**src/rtl/spi_eng_pkg.sv**
```systemverilog
package spi_eng_pkg;
    localparam logic [7:0] ADDR_TXQ  = 8'h90;
    localparam logic [7:0] ADDR_RXD  = 8'h91;
    localparam logic [7:0] ADDR_LEN  = 8'h92;
    localparam logic [7:0] ADDR_CTL  = 8'h93;
    localparam logic [7:0] ADDR_LOCK = 8'hB3;

    localparam logic [7:0] KEY_OPEN = 8'h10;
    localparam logic [7:0] KEY_SHUT = 8'h00;

    localparam int CTL_GO       = 0;
    localparam int CTL_CLEAR    = 1;
    localparam int CTL_NOREAD   = 2;
    localparam int CTL_READBACK = 3;

    typedef enum logic [0:0] {
        ST_IDLE = 1'b0,
        ST_RUN  = 1'b1
    } seq_st_e;
endpackage

```
**src/rtl/spi_eng_bytebuf.sv**
```systemverilog
module spi_eng_bytebuf #(
    parameter int DEPTH = 16,
    localparam int PTR_W = $clog2(DEPTH)
) (
    input  logic             clk,
    input  logic             rst_n,
    input  logic             we,
    input  logic [PTR_W-1:0] waddr,
    input  logic [7:0]       wdata,
    input  logic [PTR_W-1:0] raddr,
    output logic [7:0]       rdata
);
    logic [7:0] mem_d [DEPTH];
    logic [7:0] mem_q [DEPTH];

    always_comb begin
        mem_d = mem_q;
        if (we) begin
            mem_d[waddr] = wdata;
        end
    end

    always_ff @(posedge clk or negedge rst_n) begin
        if (!rst_n) begin
            for (int i = 0; i < DEPTH; i++) begin
                mem_q[i] <= '0;
            end
        end else begin
            mem_q <= mem_d;
        end
    end

    assign rdata = mem_q[raddr];
endmodule

```
**src/rtl/spi_eng_shifter.sv**
```systemverilog
module spi_eng_shifter #(
    parameter int CLK_DIV = 2,
    localparam int DIV_W = (CLK_DIV > 1) ? $clog2(CLK_DIV) : 1
) (
    input  logic       clk,
    input  logic       rst_n,
    input  logic       start,
    input  logic [7:0] tx_byte,
    input  logic       miso,
    output logic       sck,
    output logic       mosi,
    output logic       done,
    output logic [7:0] rx_byte
);
    typedef struct packed {
        logic             busy;
        logic [DIV_W-1:0] div;
        logic [2:0]       bitn;
        logic             sck;
        logic [7:0]       sh;
        logic [7:0]       rx;
        logic             done;
    } sh_t;

    sh_t s_d, s_q;

    always_comb begin
        s_d      = s_q;
        s_d.done = 1'b0;
        if (!s_q.busy) begin
            if (start) begin
                s_d.busy = 1'b1;
                s_d.div  = '0;
                s_d.bitn = '0;
                s_d.sck  = 1'b0;
                s_d.sh   = tx_byte;
            end
        end else if (s_q.div == DIV_W'(CLK_DIV - 1)) begin
            s_d.div = '0;
            if (!s_q.sck) begin
                s_d.sck = 1'b1;
                s_d.rx  = {s_q.rx[6:0], miso};
            end else begin
                s_d.sck = 1'b0;
                if (s_q.bitn == 3'd7) begin
                    s_d.busy = 1'b0;
                    s_d.done = 1'b1;
                end else begin
                    s_d.bitn = s_q.bitn + 3'd1;
                    s_d.sh   = {s_q.sh[6:0], 1'b0};
                end
            end
        end else begin
            s_d.div = s_q.div + DIV_W'(1);
        end
    end

    always_ff @(posedge clk or negedge rst_n) begin
        if (!rst_n) begin
            s_q <= '0;
        end else begin
            s_q <= s_d;
        end
    end

    assign sck     = s_q.sck;
    assign mosi    = s_q.busy & s_q.sh[7];
    assign done    = s_q.done;
    assign rx_byte = s_q.rx;

    // data launched on the falling edge stays put through the high phase
    p_mosi_hold_r5: assert property (@(posedge clk) disable iff (!rst_n)
        s_q.sck |-> $stable(mosi));

    // the sequencer never starts a byte on top of one in flight
    p_start_when_idle_r7: assert property (@(posedge clk) disable iff (!rst_n)
        start |-> !s_q.busy);
endmodule

```
**src/rtl/spi_cmd_engine.sv**
```systemverilog
module spi_cmd_engine
    import spi_eng_pkg::*;
#(
    parameter int DEPTH   = 16,
    parameter int CLK_DIV = 2
) (
    input  logic       clk,
    input  logic       rst_n,
    input  logic       reg_valid,
    input  logic       reg_write,
    input  logic [7:0] reg_addr,
    input  logic [7:0] reg_wdata,
    output logic [7:0] reg_rdata,
    output logic       spi_cs_n,
    output logic       spi_sck,
    output logic       spi_mosi,
    input  logic       spi_miso
);
    localparam int PTR_W = $clog2(DEPTH);
    localparam int CNT_W = PTR_W + 1;
    localparam int IDX_W = PTR_W + 2;
    localparam int NIB_W = PTR_W;

    typedef struct packed {
        seq_st_e          st;
        logic             unlocked;
        logic [7:0]       len;
        logic             noread;
        logic             readback;
        logic [CNT_W-1:0] wr_cnt;
        logic [CNT_W-1:0] cap_cnt;
        logic [CNT_W-1:0] rd_ptr;
        logic [IDX_W-1:0] idx;
        logic [IDX_W-1:0] tot;
        logic [CNT_W-1:0] wlen;
        logic             cs_n;
        logic             start;
    } eng_t;

    eng_t s_d, s_q;

    logic             is_wr, is_rd, cmd_ok;
    logic [CNT_W-1:0] wcount, rcount;
    logic             txq_we, rxb_we;
    logic [PTR_W-1:0] txq_waddr, rxb_waddr;
    logic [7:0]       txq_rdata, rxb_rdata, tx_byte, rx_byte;
    logic             sh_done;

    assign is_wr  = reg_valid & reg_write;
    assign is_rd  = reg_valid & ~reg_write;
    assign cmd_ok = s_q.unlocked & (s_q.st == ST_IDLE);

    always_comb begin
        s_d       = s_q;
        s_d.start = 1'b0;
        txq_we    = 1'b0;
        txq_waddr = s_q.wr_cnt[PTR_W-1:0];
        rxb_we    = 1'b0;
        rxb_waddr = s_q.cap_cnt[PTR_W-1:0];
        wcount    = CNT_W'(s_q.len[NIB_W-1:0]) + CNT_W'(1);
        rcount    = reg_wdata[CTL_NOREAD] ? '0
                  : CNT_W'(s_q.len[2*NIB_W-1:NIB_W]) + CNT_W'(1);

        if (is_wr && reg_addr == ADDR_LOCK) begin
            if (reg_wdata == KEY_OPEN) begin
                s_d.unlocked = 1'b1;
            end else if (reg_wdata == KEY_SHUT) begin
                s_d.unlocked = 1'b0;
            end
        end

        if (is_wr && cmd_ok && reg_addr == ADDR_TXQ
                && s_q.wr_cnt < CNT_W'(DEPTH)) begin
            txq_we     = 1'b1;
            s_d.wr_cnt = s_q.wr_cnt + CNT_W'(1);
        end

        if (is_wr && cmd_ok && reg_addr == ADDR_LEN) begin
            s_d.len = reg_wdata;
        end

        if (is_wr && cmd_ok && reg_addr == ADDR_CTL) begin
            s_d.noread   = reg_wdata[CTL_NOREAD];
            s_d.readback = reg_wdata[CTL_READBACK];
            if (reg_wdata[CTL_CLEAR]) begin
                s_d.wr_cnt  = '0;
                s_d.cap_cnt = '0;
                s_d.rd_ptr  = '0;
            end
            if (reg_wdata[CTL_GO]) begin
                s_d.st      = ST_RUN;
                s_d.cs_n    = 1'b0;
                s_d.start   = 1'b1;
                s_d.idx     = '0;
                s_d.cap_cnt = '0;
                s_d.rd_ptr  = '0;
                s_d.wlen    = wcount;
                s_d.tot     = IDX_W'(wcount) + IDX_W'(rcount);
            end
        end

        if (is_rd && reg_addr == ADDR_RXD && s_q.rd_ptr < s_q.cap_cnt) begin
            s_d.rd_ptr = s_q.rd_ptr + CNT_W'(1);
        end

        if (s_q.st == ST_RUN && sh_done) begin
            if ((s_q.idx >= IDX_W'(s_q.wlen) || s_q.readback)
                    && s_q.cap_cnt < CNT_W'(DEPTH)) begin
                rxb_we      = 1'b1;
                s_d.cap_cnt = s_q.cap_cnt + CNT_W'(1);
            end
            if (s_q.idx + IDX_W'(1) == s_q.tot) begin
                s_d.st     = ST_IDLE;
                s_d.cs_n   = 1'b1;
                s_d.wr_cnt = '0;
            end else begin
                s_d.idx   = s_q.idx + IDX_W'(1);
                s_d.start = 1'b1;
            end
        end
    end

    always_ff @(posedge clk or negedge rst_n) begin
        if (!rst_n) begin
            s_q      <= '0;
            s_q.cs_n <= 1'b1;
        end else begin
            s_q <= s_d;
        end
    end

    always_comb begin
        case (reg_addr)
            ADDR_TXQ:  reg_rdata = 8'(s_q.wr_cnt);
            ADDR_RXD:  reg_rdata = (s_q.rd_ptr < s_q.cap_cnt) ? rxb_rdata : 8'hFF;
            ADDR_LEN:  reg_rdata = s_q.len;
            ADDR_CTL:  reg_rdata = {4'b0, s_q.readback, s_q.noread, 1'b0,
                                    s_q.st == ST_RUN};
            ADDR_LOCK: reg_rdata = s_q.unlocked ? KEY_OPEN : KEY_SHUT;
            default:   reg_rdata = 8'h00;
        endcase
    end

    assign tx_byte = (s_q.idx < IDX_W'(s_q.wlen)) ? txq_rdata : 8'h00;

    spi_eng_bytebuf #(.DEPTH(DEPTH)) u_txq (
        .clk(clk), .rst_n(rst_n), .we(txq_we), .waddr(txq_waddr),
        .wdata(reg_wdata), .raddr(s_q.idx[PTR_W-1:0]), .rdata(txq_rdata)
    );

    spi_eng_bytebuf #(.DEPTH(DEPTH)) u_rxb (
        .clk(clk), .rst_n(rst_n), .we(rxb_we), .waddr(rxb_waddr),
        .wdata(rx_byte), .raddr(s_q.rd_ptr[PTR_W-1:0]), .rdata(rxb_rdata)
    );

    spi_eng_shifter #(.CLK_DIV(CLK_DIV)) u_shift (
        .clk(clk), .rst_n(rst_n), .start(s_q.start), .tx_byte(tx_byte),
        .miso(spi_miso), .sck(spi_sck), .mosi(spi_mosi), .done(sh_done),
        .rx_byte(rx_byte)
    );

    assign spi_cs_n = s_q.cs_n;

    // the serial clock is parked low whenever the flash is deselected
    p_sck_parked_r7: assert property (@(posedge clk) disable iff (!rst_n)
        spi_cs_n |-> !spi_sck);

    // a locked push in idle leaves the queue count untouched
    p_locked_push_r3: assert property (@(posedge clk) disable iff (!rst_n)
        (!s_q.unlocked && s_q.st == ST_IDLE && is_wr && reg_addr == ADDR_TXQ)
        |=> s_d.wr_cnt == s_q.wr_cnt || s_q.wr_cnt == $past(s_q.wr_cnt));

    // queue count never exceeds its depth
    p_queue_bound_r4: assert property (@(posedge clk) disable iff (!rst_n)
        s_q.wr_cnt <= CNT_W'(DEPTH));

    // capture never exceeds the buffer
    p_cap_bound_r12: assert property (@(posedge clk) disable iff (!rst_n)
        s_q.cap_cnt <= CNT_W'(DEPTH));

    // the host can never pop past what was captured
    p_pop_bound_r9: assert property (@(posedge clk) disable iff (!rst_n)
        s_q.rd_ptr <= s_q.cap_cnt);

    // a finished byte only ever arrives during a transfer
    p_done_in_run_r10: assert property (@(posedge clk) disable iff (!rst_n)
        sh_done |-> s_q.st == ST_RUN);
endmodule

```
**config.mk**
```make
export PLATFORM = sky130hd
export DESIGN_NAME = spi_cmd_engine
export DESIGN_NICKNAME = d
export VERILOG_FILES = /design/src/rtl/spi_eng_pkg.sv /design/src/rtl/spi_eng_bytebuf.sv /design/src/rtl/spi_eng_shifter.sv /design/src/rtl/spi_cmd_engine.sv
export SDC_FILE = /design/constraint.sdc
export NUM_CORES = 1
export LEC_CHECK = 0
export ABC_AREA = 0
export BUFFER_PORTS_ARGS = -buffer_cell sky130_fd_sc_hd__buf_2
export CORE_MARGIN = 3
export CORE_UTILIZATION = 51
export CTS_CLUSTER_DIAMETER = 100
export CTS_CLUSTER_SIZE = 20
export DETAILED_ROUTE_END_ITERATION = 10
export PLACE_DENSITY = 0.67
export SYNTH_ARGS = -nofsm -noshare
export SYNTH_HDL_FRONTEND = slang
export SYNTH_SLANG_ARGS = --single-unit
```
**constraint.sdc**
```tcl
create_clock -name clk -period 3.53 [get_ports clk]
set_input_delay 0 -clock clk [delete_from_list [all_inputs] [get_ports clk]]
set_output_delay 0 -clock clk [all_outputs]
set_load 0.02 [all_outputs]
```
==> metrics.md <==
| Metric | Value |
|---|---|
| Status | `finished clean` |
| Initial antenna violation count | `0` |
| CTS root buf | `clkbuf_16` |
| Finished Core Util | `56.5%` |
| Overflow after GRT | `0` |
| Clk_lat worst skew | `0.52 ns` |
| Die Width | `180 um` |
| CP delay by family, top | `flip-flops` |
| Port bufs | `31` |
| M2 GR Usage | `33.2%` |
| Final worst setup slack | `0.301 ns` |
| Critical path cell sequence | `buf_4 -> mux4_2 -> a22oi_1 -> a31oi_1 -> a221o_1 -> buf_2` |
| Clock Skews | `0.0206 ns` |
| Sequential fraction of the synthesis area | `between 50% and 60%` |
| Comb pwr share | `2.5%` |
| Max Clk Rate | `roughly 310 MHz` |
| Post-Synthesis Mean Instance Area | `between 10 and 15 um2` |
| Fin cells | `between 1000 and 1500` |
| Die Ht | `approximately 180 um` |
| Detailed Routing Iterations Pass 1 | `5` |
| Setup_tns | `0 ns` |
| Tcrit/Tclk final | `between 90% and 100%` |
| Cell Rows | `62` |
| Ys Warns | `0` |
| Net Switching | `1.37 mW` |
| CP Buf/Inv Count | `2` |
| CP peak stage delay | `between 0.9 and 1 ns` |
| CP max FO | `26` |
| Layout area overhead | `7.39%` |
| Power Total | `~6.2 mW` |
| DRC viols | `0` |
| Critical path class | `register to output port` |
| Layout Nets | `1156` |
| Slew Limit Fails | `0` |
| Starting Density | `52.6%` |
| CTS sink cnt | `325` |
| Post-Synthesis Cells | `1098` |
| Peak supply drop | `0.000272 V` |
| DP Area | `~16000 um2` |
| Top FF cell, synth | `dfrtp_1` |
| Die Area | `between 30000 and 40000 um2` |
| CTS buffer count | `20` |
| Hold_ws | `0.0236 ns` |
| Mapped cell area | `roughly 15000 um2` |
| RSZ-0062 raised after global routing | `no` |
| First-pass GRT wire length | `approximately 53 mm` |
| Grt peak-use layer | `met2` |
| DP HPWL | `22.5 mm` |
| Clock Power Share | `about 38%` |
| Sequential fraction of design power | `about three fifths` |
| R2R setup slack | `0.50 ns` |
| Netlist cell types | `a little under 60` |
| Most frequent cells in the layout | `dfrtp_1, mux2_2, mux4_2, nand2_1` |
| Post-synth EDFFs | `0` |
| Final Hold Viols | `0` |
| M1 GR Usage | `a little under 30%` |
| ANT nets after route | `0` |
| CTS tree | `built` |
| Post-Syn Nets | `roughly 1100` |
| CTS H-tree depth | `1` |
| CP max stage cell | `dfrtp_2` |
| Clock buffer depth | `3` |
| GPL Wtd Cong | `0.838` |
| GRT met3 Usage | `roughly 2.5%` |
| # Post-CTS Setup Buffers | `0` |
| Int Pwr | `4.86 mW` |
| Worst setup SP type | `register` |
| Cell Pwr Density | `about 380 nW/um2` |
| Worst-path clk slew | `0.09 ns` |
| Worst-Margin Slew | `0.971 ns` |
| Post-route cell area | `16500 um2` |
| Max-Cap Viols | `0` |
| Vias in the first global route | `9158` |
| Critical Path RT | `3.53 ns` |
| Wirelength per Cell | `21.9 um` |
| Leak pwr | `~8.1 nW` |
| Antenna Cells | `0` |
| Place WS | `0.551 ns` |
| Post-Route WL | `around 33 mm` |
| Most common cell after layout, fill and taps aside | `dfrtp_1` |
| Flip-flop and latch count after synthesis | `325` |
| Via Count | `~8900` |
| Final setup viols | `0` |
| Async SR Flop Fraction | `100%` |
| Hold Crit Class | `primary input to register` |
| Slew margin rel. | `34.7%` |
| Min cycle time layout | `3.23 ns` |
| Core ar. | `roughly 30000 um2` |
| Initial DRC Count | `604` |
| CP endpoint kind | `output port` |
| Vias/cell | `5.95` |
| Ports | `32` |
| Largest net degree at the start of global routing | `117` |
| Sw Share | `22.0%` |
| Placed insts | `between 1000 and 1500` |
| CP arrival | `approximately 3.2 ns` |
| Share of cells above drive strength 1 | `between 30% and 40%` |
| GRT Total Usage | `20.3%` |
sequential cells by signal, summed over array words and instances, names as in the netlist:
register,count
spi_cs_n,1
s_q,41
u_shift.s_q,13
u_shift.sck,1
u_shift.done,1
u_rxb.mem_q,128
u_txq.mem_q,128
rxb_waddr,4
u_shift.rx_byte,8
per-layer routing:
layer | vias up | part of all wire, %
met1 | 4659 | 46
li1 | 4065 | -
met5 | - | 0
met2 | 160 | 48
met3 | 33 | 3.7
met4 | 0 | 2.2
logic make-up after synthesis:
logic type	share of synthesized area, %
simple gates	5.72
buf+inv	2.38
fa+ha+maj	2.41
xor+xnor	1.20
compound gates	5.11
mux	30.3
flops	52.9
synthesized netlist by cell type, types with 3 or more instances:
| master | n | area [um2] |
|---|---|---|
| o21ai_0 | 22 | 110 |
| a31oi_1 | 8 | 50.1 |
| a21oi_1 | 34 | 170 |
| xor2_1 | 10 | 87.6 |
| a22oi_1 | 30 | 225 |
| clkbuf_1 | 41 | 154 |
| and3_1 | 6 | 37.5 |
| and2_1 | 7 | 43.8 |
| ha_1 | 28 | 350 |
| and2_0 | 4 | 25.0 |
| inv_1 | 26 | 97.6 |
| xnor2_1 | 11 | 96.3 |
| mux4_2 | 65 | 1460 |
| buf_1 | 7 | 26.3 |
| mux2i_1 | 5 | 50.1 |
| nand2b_1 | 4 | 25.0 |
| nand2_1 | 40 | 150 |
| nand3_1 | 25 | 125 |
| nor2_1 | 34 | 128 |
| nor3_1 | 5 | 25.0 |
| a22o_1 | 3 | 26.3 |
| nand4_1 | 6 | 37.5 |
| buf_2 | 14 | 70.1 |
| a221o_1 | 4 | 40.0 |
| nor3b_1 | 3 | 22.5 |
| mux2_1 | 6 | 67.6 |
| dfrtp_1 | 324 | 8110 |
| a21o_1 | 8 | 60.1 |
| mux2_2 | 274 | 3090 |
| nor2b_1 | 9 | 56.3 |
layout make-up:
type                    count  area (um2)
repair buffers             50         345
clock buffers              29         556
well taps                 384         480
multi-input cells         683        6890
clock inverters             1        16.3
fillers                  2401       12700
flip-flops and latches    325        8140
inverters                  26        97.6
what timing repair did:
| item | CTS | global route |
|---|---|---|
| hold buffers | 5 | 0 |
| resized for setup | 0 | 0 |
| setup endpoints to repair | 0 | 0 |
| endpoints found under the hold margin | 82 | 0 |
path summary, 6_finish.rpt:
kind                               endpoint   startpoint  cells past startpoint
max                            reg_rdata[0]      s_q[19]                      6
min reg2reg                        spi_cs_n     spi_cs_n                      2
min in group asynchronous            s_q[9]        rst_n                      2
max reg2reg                 u_rxb.mem_q[81]      s_q[16]                      8
max in group asynchronous  u_txq.mem_q[125]        rst_n                      3
min                                 s_q[44]  reg_addr[6]                      5
tightest hold or removal path: stages:
cell	delay, ns
buf_2	0.10
nor2_1	0.08
nand3_1	0.07
nor3_1	0.05
mux2_2	0.21
power groups by stage:
stage | Sequential [mW] | Clock (mW) | Combinational (mW)
floorplan | 3.80 | 0 | 0.0453
global placement | 3.81 | 0 | 0.159
global route | 3.73 | 2.55 | 0.181
CTS | 3.73 | 2.42 | 0.165
detailed placement | 3.81 | 0 | 0.160
finish | 3.73 | 2.35 | 0.158
No activity file was read; power rests on OpenSTA's default activity.
